`src/rtl/scb_pkg.sv`:
```
package scb_pkg;
  // Four configuration bits, packed so bit 0 is program width and bit 3 is byte order
  typedef struct packed {
    logic big_end;
    logic late_abt;
    logic data32;
    logic prog32;
  } cfg_t;

  localparam int CFG_BITS = $bits(cfg_t);
  localparam logic [31:0] ID_WORD = 32'h4144_0110;
endpackage

```
`src/rtl/scb_slot_decode.sv`:
```
module scb_slot_decode #(
  parameter int DATA_W = 32,
  parameter int IDX_LO = 16,
  parameter int SLOT_W = 3
) (
  input  logic [DATA_W-1:0]      instr,
  output logic [SLOT_W-1:0]      slot,
  output logic [(1<<SLOT_W)-1:0] sel
);
  localparam int N_SLOTS = 1 << SLOT_W;

  // The fourth index bit is dropped: the field is masked down to SLOT_W bits
  assign slot = instr[IDX_LO +: SLOT_W];

  for (genvar g = 0; g < N_SLOTS; g++) begin : g_sel
    assign sel[g] = (slot == SLOT_W'(g));
  end

  always_comb begin
    assert ($onehot0(sel)) else $error("AST_SEL_ONEHOT");
  end

  logic unused_instr;
  assign unused_instr = ^{instr[DATA_W-1:IDX_LO+SLOT_W], instr[IDX_LO-1:0]};
endmodule

```
`src/rtl/scb_ctrl_reg.sv`:
```
module scb_ctrl_reg
  import scb_pkg::*;
(
  input  logic clk,
  input  logic rst_n,
  input  logic wr_hit,
  input  cfg_t wr_cfg,
  input  cfg_t strap_cfg,
  output cfg_t cfg,
  output logic mode_chg
);
  always_ff @(posedge clk) begin
    if (!rst_n) begin
      cfg      <= strap_cfg;
      mode_chg <= 1'b0;
    end else begin
      mode_chg <= wr_hit && (wr_cfg != cfg);
      if (wr_hit) cfg <= wr_cfg;
    end
  end

  AST_PULSE_NEEDS_WRITE: assert property (@(posedge clk) disable iff (!rst_n)
    mode_chg |-> $past(wr_hit)) else $error("AST_PULSE_NEEDS_WRITE");
  AST_PULSE_MEANS_CHANGE: assert property (@(posedge clk) disable iff (!rst_n)
    mode_chg |-> (cfg != $past(cfg))) else $error("AST_PULSE_MEANS_CHANGE");
  AST_HOLD_NO_WRITE: assert property (@(posedge clk) disable iff (!rst_n)
    !$past(wr_hit) |-> $stable(cfg)) else $error("AST_HOLD_NO_WRITE");
  AST_NO_PULSE_NO_WRITE: assert property (@(posedge clk) disable iff (!rst_n)
    !$past(wr_hit) |-> !mode_chg) else $error("AST_NO_PULSE_NO_WRITE");
endmodule

```
`src/rtl/scb_read_mux.sv`:
```
module scb_read_mux
  import scb_pkg::*;
#(
  parameter int          DATA_W  = 32,
  parameter int          SLOT_W  = 3,
  parameter int          CFG_LSB = 4,
  parameter logic [31:0] ID_VAL  = ID_WORD
) (
  input  logic                   rd_en,
  input  logic [(1<<SLOT_W)-1:0] sel,
  input  cfg_t                   cfg,
  output logic [DATA_W-1:0]      rdata
);
  localparam int CFG_MSB = CFG_LSB + CFG_BITS - 1;

  logic [DATA_W-1:0] ctrl_word;

  always_comb begin
    ctrl_word = '0;
    ctrl_word[CFG_MSB:CFG_LSB] = cfg;
  end

  always_comb begin
    rdata = '0;
    if (rd_en) begin
      if (sel[0])      rdata = DATA_W'(ID_VAL);
      else if (sel[1]) rdata = ctrl_word;
    end
  end

  always_comb begin
    if (!rd_en) assert (rdata == '0) else $error("AST_IDLE_READ_ZERO");
  end

  logic unused_sel;
  assign unused_sel = ^sel[(1<<SLOT_W)-1:2];
endmodule

```
`src/rtl/sysctl_cp_regs.sv`:
```
module sysctl_cp_regs
  import scb_pkg::*;
#(
  parameter int          DATA_W  = 32,
  parameter int          IDX_LO  = 16,
  parameter int          SLOT_W  = 3,
  parameter int          CFG_LSB = 4,
  parameter logic [31:0] ID_VAL  = ID_WORD
) (
  input  logic              clk,
  input  logic              rst_n,
  input  logic [DATA_W-1:0] instr_i,
  input  logic [DATA_W-1:0] wdata_i,
  input  logic              rd_en_i,
  input  logic              wr_en_i,
  input  logic              strap_prog32_i,
  input  logic              strap_data32_i,
  input  logic              strap_late_abt_i,
  input  logic              strap_big_end_i,
  output logic [DATA_W-1:0] rdata_o,
  output logic              prog32_o,
  output logic              data32_o,
  output logic              late_abt_o,
  output logic              big_end_o,
  output logic              mode_chg_o
);
  localparam int N_SLOTS = 1 << SLOT_W;
  localparam int CFG_MSB = CFG_LSB + CFG_BITS - 1;

  logic [SLOT_W-1:0]  slot;
  logic [N_SLOTS-1:0] sel;
  cfg_t               cfg, strap_cfg, wr_cfg;
  logic               wr_hit;

  scb_slot_decode #(.DATA_W(DATA_W), .IDX_LO(IDX_LO), .SLOT_W(SLOT_W)) u_dec (
    .instr (instr_i),
    .slot  (slot),
    .sel   (sel)
  );

  assign strap_cfg = '{big_end: strap_big_end_i, late_abt: strap_late_abt_i,
                       data32: strap_data32_i, prog32: strap_prog32_i};
  assign wr_cfg    = wdata_i[CFG_MSB:CFG_LSB];
  assign wr_hit    = wr_en_i && sel[1];

  scb_ctrl_reg u_ctrl (
    .clk       (clk),
    .rst_n     (rst_n),
    .wr_hit    (wr_hit),
    .wr_cfg    (wr_cfg),
    .strap_cfg (strap_cfg),
    .cfg       (cfg),
    .mode_chg  (mode_chg_o)
  );

  scb_read_mux #(.DATA_W(DATA_W), .SLOT_W(SLOT_W), .CFG_LSB(CFG_LSB), .ID_VAL(ID_VAL)) u_rd (
    .rd_en (rd_en_i),
    .sel   (sel),
    .cfg   (cfg),
    .rdata (rdata_o)
  );

  assign prog32_o   = cfg.prog32;
  assign data32_o   = cfg.data32;
  assign late_abt_o = cfg.late_abt;
  assign big_end_o  = cfg.big_end;

  logic unused_wdata;
  assign unused_wdata = ^{wdata_i[DATA_W-1:CFG_MSB+1], wdata_i[CFG_LSB-1:0], slot};

  AST_ID_READ: assert property (@(posedge clk) disable iff (!rst_n)
    (rd_en_i && instr_i[IDX_LO +: SLOT_W] == '0) |-> (rdata_o == DATA_W'(ID_VAL)))
    else $error("AST_ID_READ");
  AST_RSVD_BITS_ZERO: assert property (@(posedge clk) disable iff (!rst_n)
    (rdata_o[CFG_LSB-1:0] == '0) || (rdata_o == DATA_W'(ID_VAL)))
    else $error("AST_RSVD_BITS_ZERO");
  AST_WRITE_LANDS: assert property (@(posedge clk) disable iff (!rst_n)
    (wr_en_i && instr_i[IDX_LO +: SLOT_W] == SLOT_W'(1)) |=>
      ({big_end_o, late_abt_o, data32_o, prog32_o} == $past(wdata_i[CFG_MSB:CFG_LSB])))
    else $error("AST_WRITE_LANDS");
endmodule

```
`config.mk`:
```
export PLATFORM = sky130hd
export DESIGN_NAME = sysctl_cp_regs
export DESIGN_NICKNAME = d
export VERILOG_FILES = /design/src/rtl/scb_pkg.sv /design/src/rtl/scb_slot_decode.sv /design/src/rtl/scb_ctrl_reg.sv /design/src/rtl/scb_read_mux.sv /design/src/rtl/sysctl_cp_regs.sv
export SDC_FILE = /design/constraint.sdc
export NUM_CORES = 1
export LEC_CHECK = 0
export ABC_AREA = 1
export BUFFER_PORTS_ARGS = -buffer_cell sky130_fd_sc_hd__buf_4
export CAP_MARGIN = 20
export CORE_ASPECT_RATIO = 1.5
export CORE_MARGIN = 10
export CORE_UTILIZATION = 22
export CTS_CLUSTER_SIZE = 25
export DETAILED_ROUTE_END_ITERATION = 8
export PLACE_DENSITY = 0.76
export REMOVE_ABC_BUFFERS = 1
export SETUP_SLACK_MARGIN = 0.2
export SYNTH_ARGS = -nofsm -noshare
export SYNTH_HDL_FRONTEND = slang
export SYNTH_SLANG_ARGS = --single-unit
export TNS_END_PERCENT = 5
```
`constraint.sdc`:
```
create_clock -name clk -period 1.7 [get_ports clk]
set_clock_uncertainty 0.05 [all_clocks]
set_input_delay 0.51 -clock clk [delete_from_list [all_inputs] [get_ports clk]]
set_output_delay 0.51 -clock clk [all_outputs]
set_load 0.03 [all_outputs]
```
==> results.toml <==
[worst_hold_path]
hp-class = "primary input to flip-flop"
min_path_cells = 3
hold_start = "wr_en_i"

[placed_design]
placed_cells = 124
place_congestion = 0.696
io_buffers = 28
post_dp_cell_area_um2 = 666
hpwl_um = 1370

[yosys]
synth.area.top_cells = "buf_4, edfxtp_1, nand2_1, inv_1, nor2_1"
synth_compound_area_share_pct = 6.96
syn_inst = 77
synth_area_um2 = 539
synth-seq-cells = 5
ys_seq_area_share_pct = 26.0
synth_xor_area_share_pct = 0
synth_warnings = 0
muxShareOfSynthArea_pct = 0
yosysTopAreaCell = "buf_4"
synth.distinct_cells = 13
synth_top_area_share_pct = 39.0
synth_top_family_by_area = "buffers and inverters"
yosys.area_share.simple_pct = 20.4
avgSynthCellArea_um2 = 7.00
synthAdderAreaFrac_pct = 0

[floorplanning]
coreArea_um2 = 2290
fp.dieArea_um2 = 4870
die_h_um = 80.6
die_w_um = 60.4
initial_core_util_pct = 23.6
row_count = 21
io-pin-count = 109

[route]
wirelength_um = 1520
drt_iter0_drc = 3
drtAntennaViolNets = 0
vias = 457
drc = 0
viasPerCell = 3.57
drt-pass1-iter-count = 2
wl_per_cell_um = 11.8

[worst_setup_path]
slowest_stage = "buf_4"
critPathTopFamily = "buffers and inverters"
slowest_delay_ns = 0.17
crit_path_frequent_cell = "buf_6"
worst_ep_required_time_ns = 1.14
crit_path_max_fanout = 5
crit_buf_inv = 4
cp-end-kind = "output pin"
r2r-start = "u_ctrl.cfg[0]"
crit_start = "instr_i[17]"
critical_path.cell_chain = "buf_6, nor2_4, inv_2, nor3_2, buf_4, buf_6"
crit_arrival_ns = 1.19
r2r_cells = 5
start_kind = "primary input"
crit_type = "primary input to output pin"
cp.depth = 6

[global_route]
grt_busiest_layer = "met2"
grt_pass1_wl_um = 2270
grt_pass1_vias = 523
use_met1_pct = 4.54
gr-usage-met3_pct = 3.15
antenna_found_initial = 0
grt.total_usage_pct = 6.09
grtUsageMet2_pct = 12.0
grt-ovfl-total = 0
grt_max_degree = 11

[power_and_ir_drop]
seq_power_share_pct = 31.1
pwr-share-clk_pct = 27.3
ir_drop_v = 0.000221
combPwrFrac_pct = 41.7
sw_frac_of_total_pct = 40.4
power.switching_w = 0.000200
power_density_nw_per_um2 = 679
p_leak_nw = 0.418
internal_power_w = 0.000295

[timing]
fmax_ghz = 0.573
post-route-min-period_ns = 1.75
worst_slack_ns = -0.0459
drv_slew = 0
rsz0062_at_grt = "yes"
hold_violations = 0
finalSetupTns_ns = -0.253
setup-violations-final = 8
fin_crit_sh_pct = 103

[clocking]
cts_setup_buffers = 0
cts_buffers = 3
cts_max_path_buffers = 2
cts_tree = "built"
cts_num_sinks = 5
cts_resized = 10
clk_pin_slew_ns = 0.04
root_buffer = "clkbuf_4"
clk-insertion-delay-late_ns = 0.24
h-tree-depth = 1
cts.hold.buffers_added = 0

[layout]
fin_nets = 178
area_delta_synth_final_pct = 35.0
design_area_um2 = 728
drive_above_1_share_pct = 35.2
fillers = 280
mostFrequentLayoutCells = "conb_1, buf_4, nand2_1"
antenna_cells = 0
layout.cells.non_filler = 128
multi_input_area_um2 = 244
regArea_um2 = 140

[job]
cap_violations = 0

[status]
status = "finished, violations left"
violations = "setup timing"
[metal layers]
metal / vias to the layer above / part of all wire, %
li1: 242 / -
met1: 191 / 29
met2: 24 / 57
met3: 0 / 14
met4: 0 / 0
met5: - / 0
[synth_stat cells]
library cell and count:
edfxtp_1 4, nor2_1 9, a211oi_2 1, nor2_2 1, nand4_1 1, nand3_1 2, nor3_1 1, conb_1 1
inv_1 10, nand2_1 13, a21oi_1 5, buf_4 28, dfxtp_1 1
[flip-flops by register name (all words and copies together), names as in the netlist]
signal / count
u_ctrl.cfg: 4
u_ctrl.mode_chg: 1
[tightest hold or removal path: cells and delay by family]
family / cells / cell delay [ns]
AND/OR/NAND/NOR: 1 / 0.09
buffers and inverters: 1 / 0.11
AO/OA/AOI/OAI: 1 / 0.04
[stage by stage]
step / setup slack (ns) / utilization (%) / hold slack [ns] / total power (W)
2_1_floorplan: -2.59 / - / 0.604 / 0.000287
3_3_place_gp: -0.144 / 29.1 / 0.617 / 0.000351
3_5_place_dp: -0.153 / 29.1 / 0.618 / 0.000354
4_1_cts: -0.0479 / 31.9 / 0.526 / 0.000501
5_1_grt: -0.151 / 31.9 / 0.532 / 0.000524
6_report: -0.0459 / 31.9 / 0.525 / 0.000494
[final timing paths]
kind | slack, ns | endpoint
setup / recovery | -0.05 | rdata_o[24]
hold / removal | 0.52 | u_ctrl.mode_chg
setup reg to reg | 0.80 | u_ctrl.mode_chg
hold reg to reg | 0.62 | u_ctrl.mode_chg
[logic make-up after synthesis]
family                 after synthesis
AO/OA/AOI/OAI                        6
AND/OR/NAND/NOR                     27
other                                1
buffers and inverters               38
flip-flops                           5
[power by group through the flow]
stage | sequential, W | clock (W) | combinational [W]
floorplan | 0.000176 | 0 | 0.000112
global placement | 0.000155 | 0 | 0.000196
detailed placement | 0.000156 | 0 | 0.000198
CTS | 0.000154 | 0.000142 | 0.000205
global route | 0.000155 | 0.000145 | 0.000223
finish | 0.000154 | 0.000135 | 0.000206
[layout make-up]
type / count / area share [%]
Sequential cell: 5 / 19.2
Timing Repair Buffer: 30 / 34.5
Inverter: 10 / 5.15
Clock buffer: 4 / 3.61
Tap cell: 23 / 3.95
Multi-Input combinational cell: 56 / 33.5
Power figures use the tool's default switching activity.
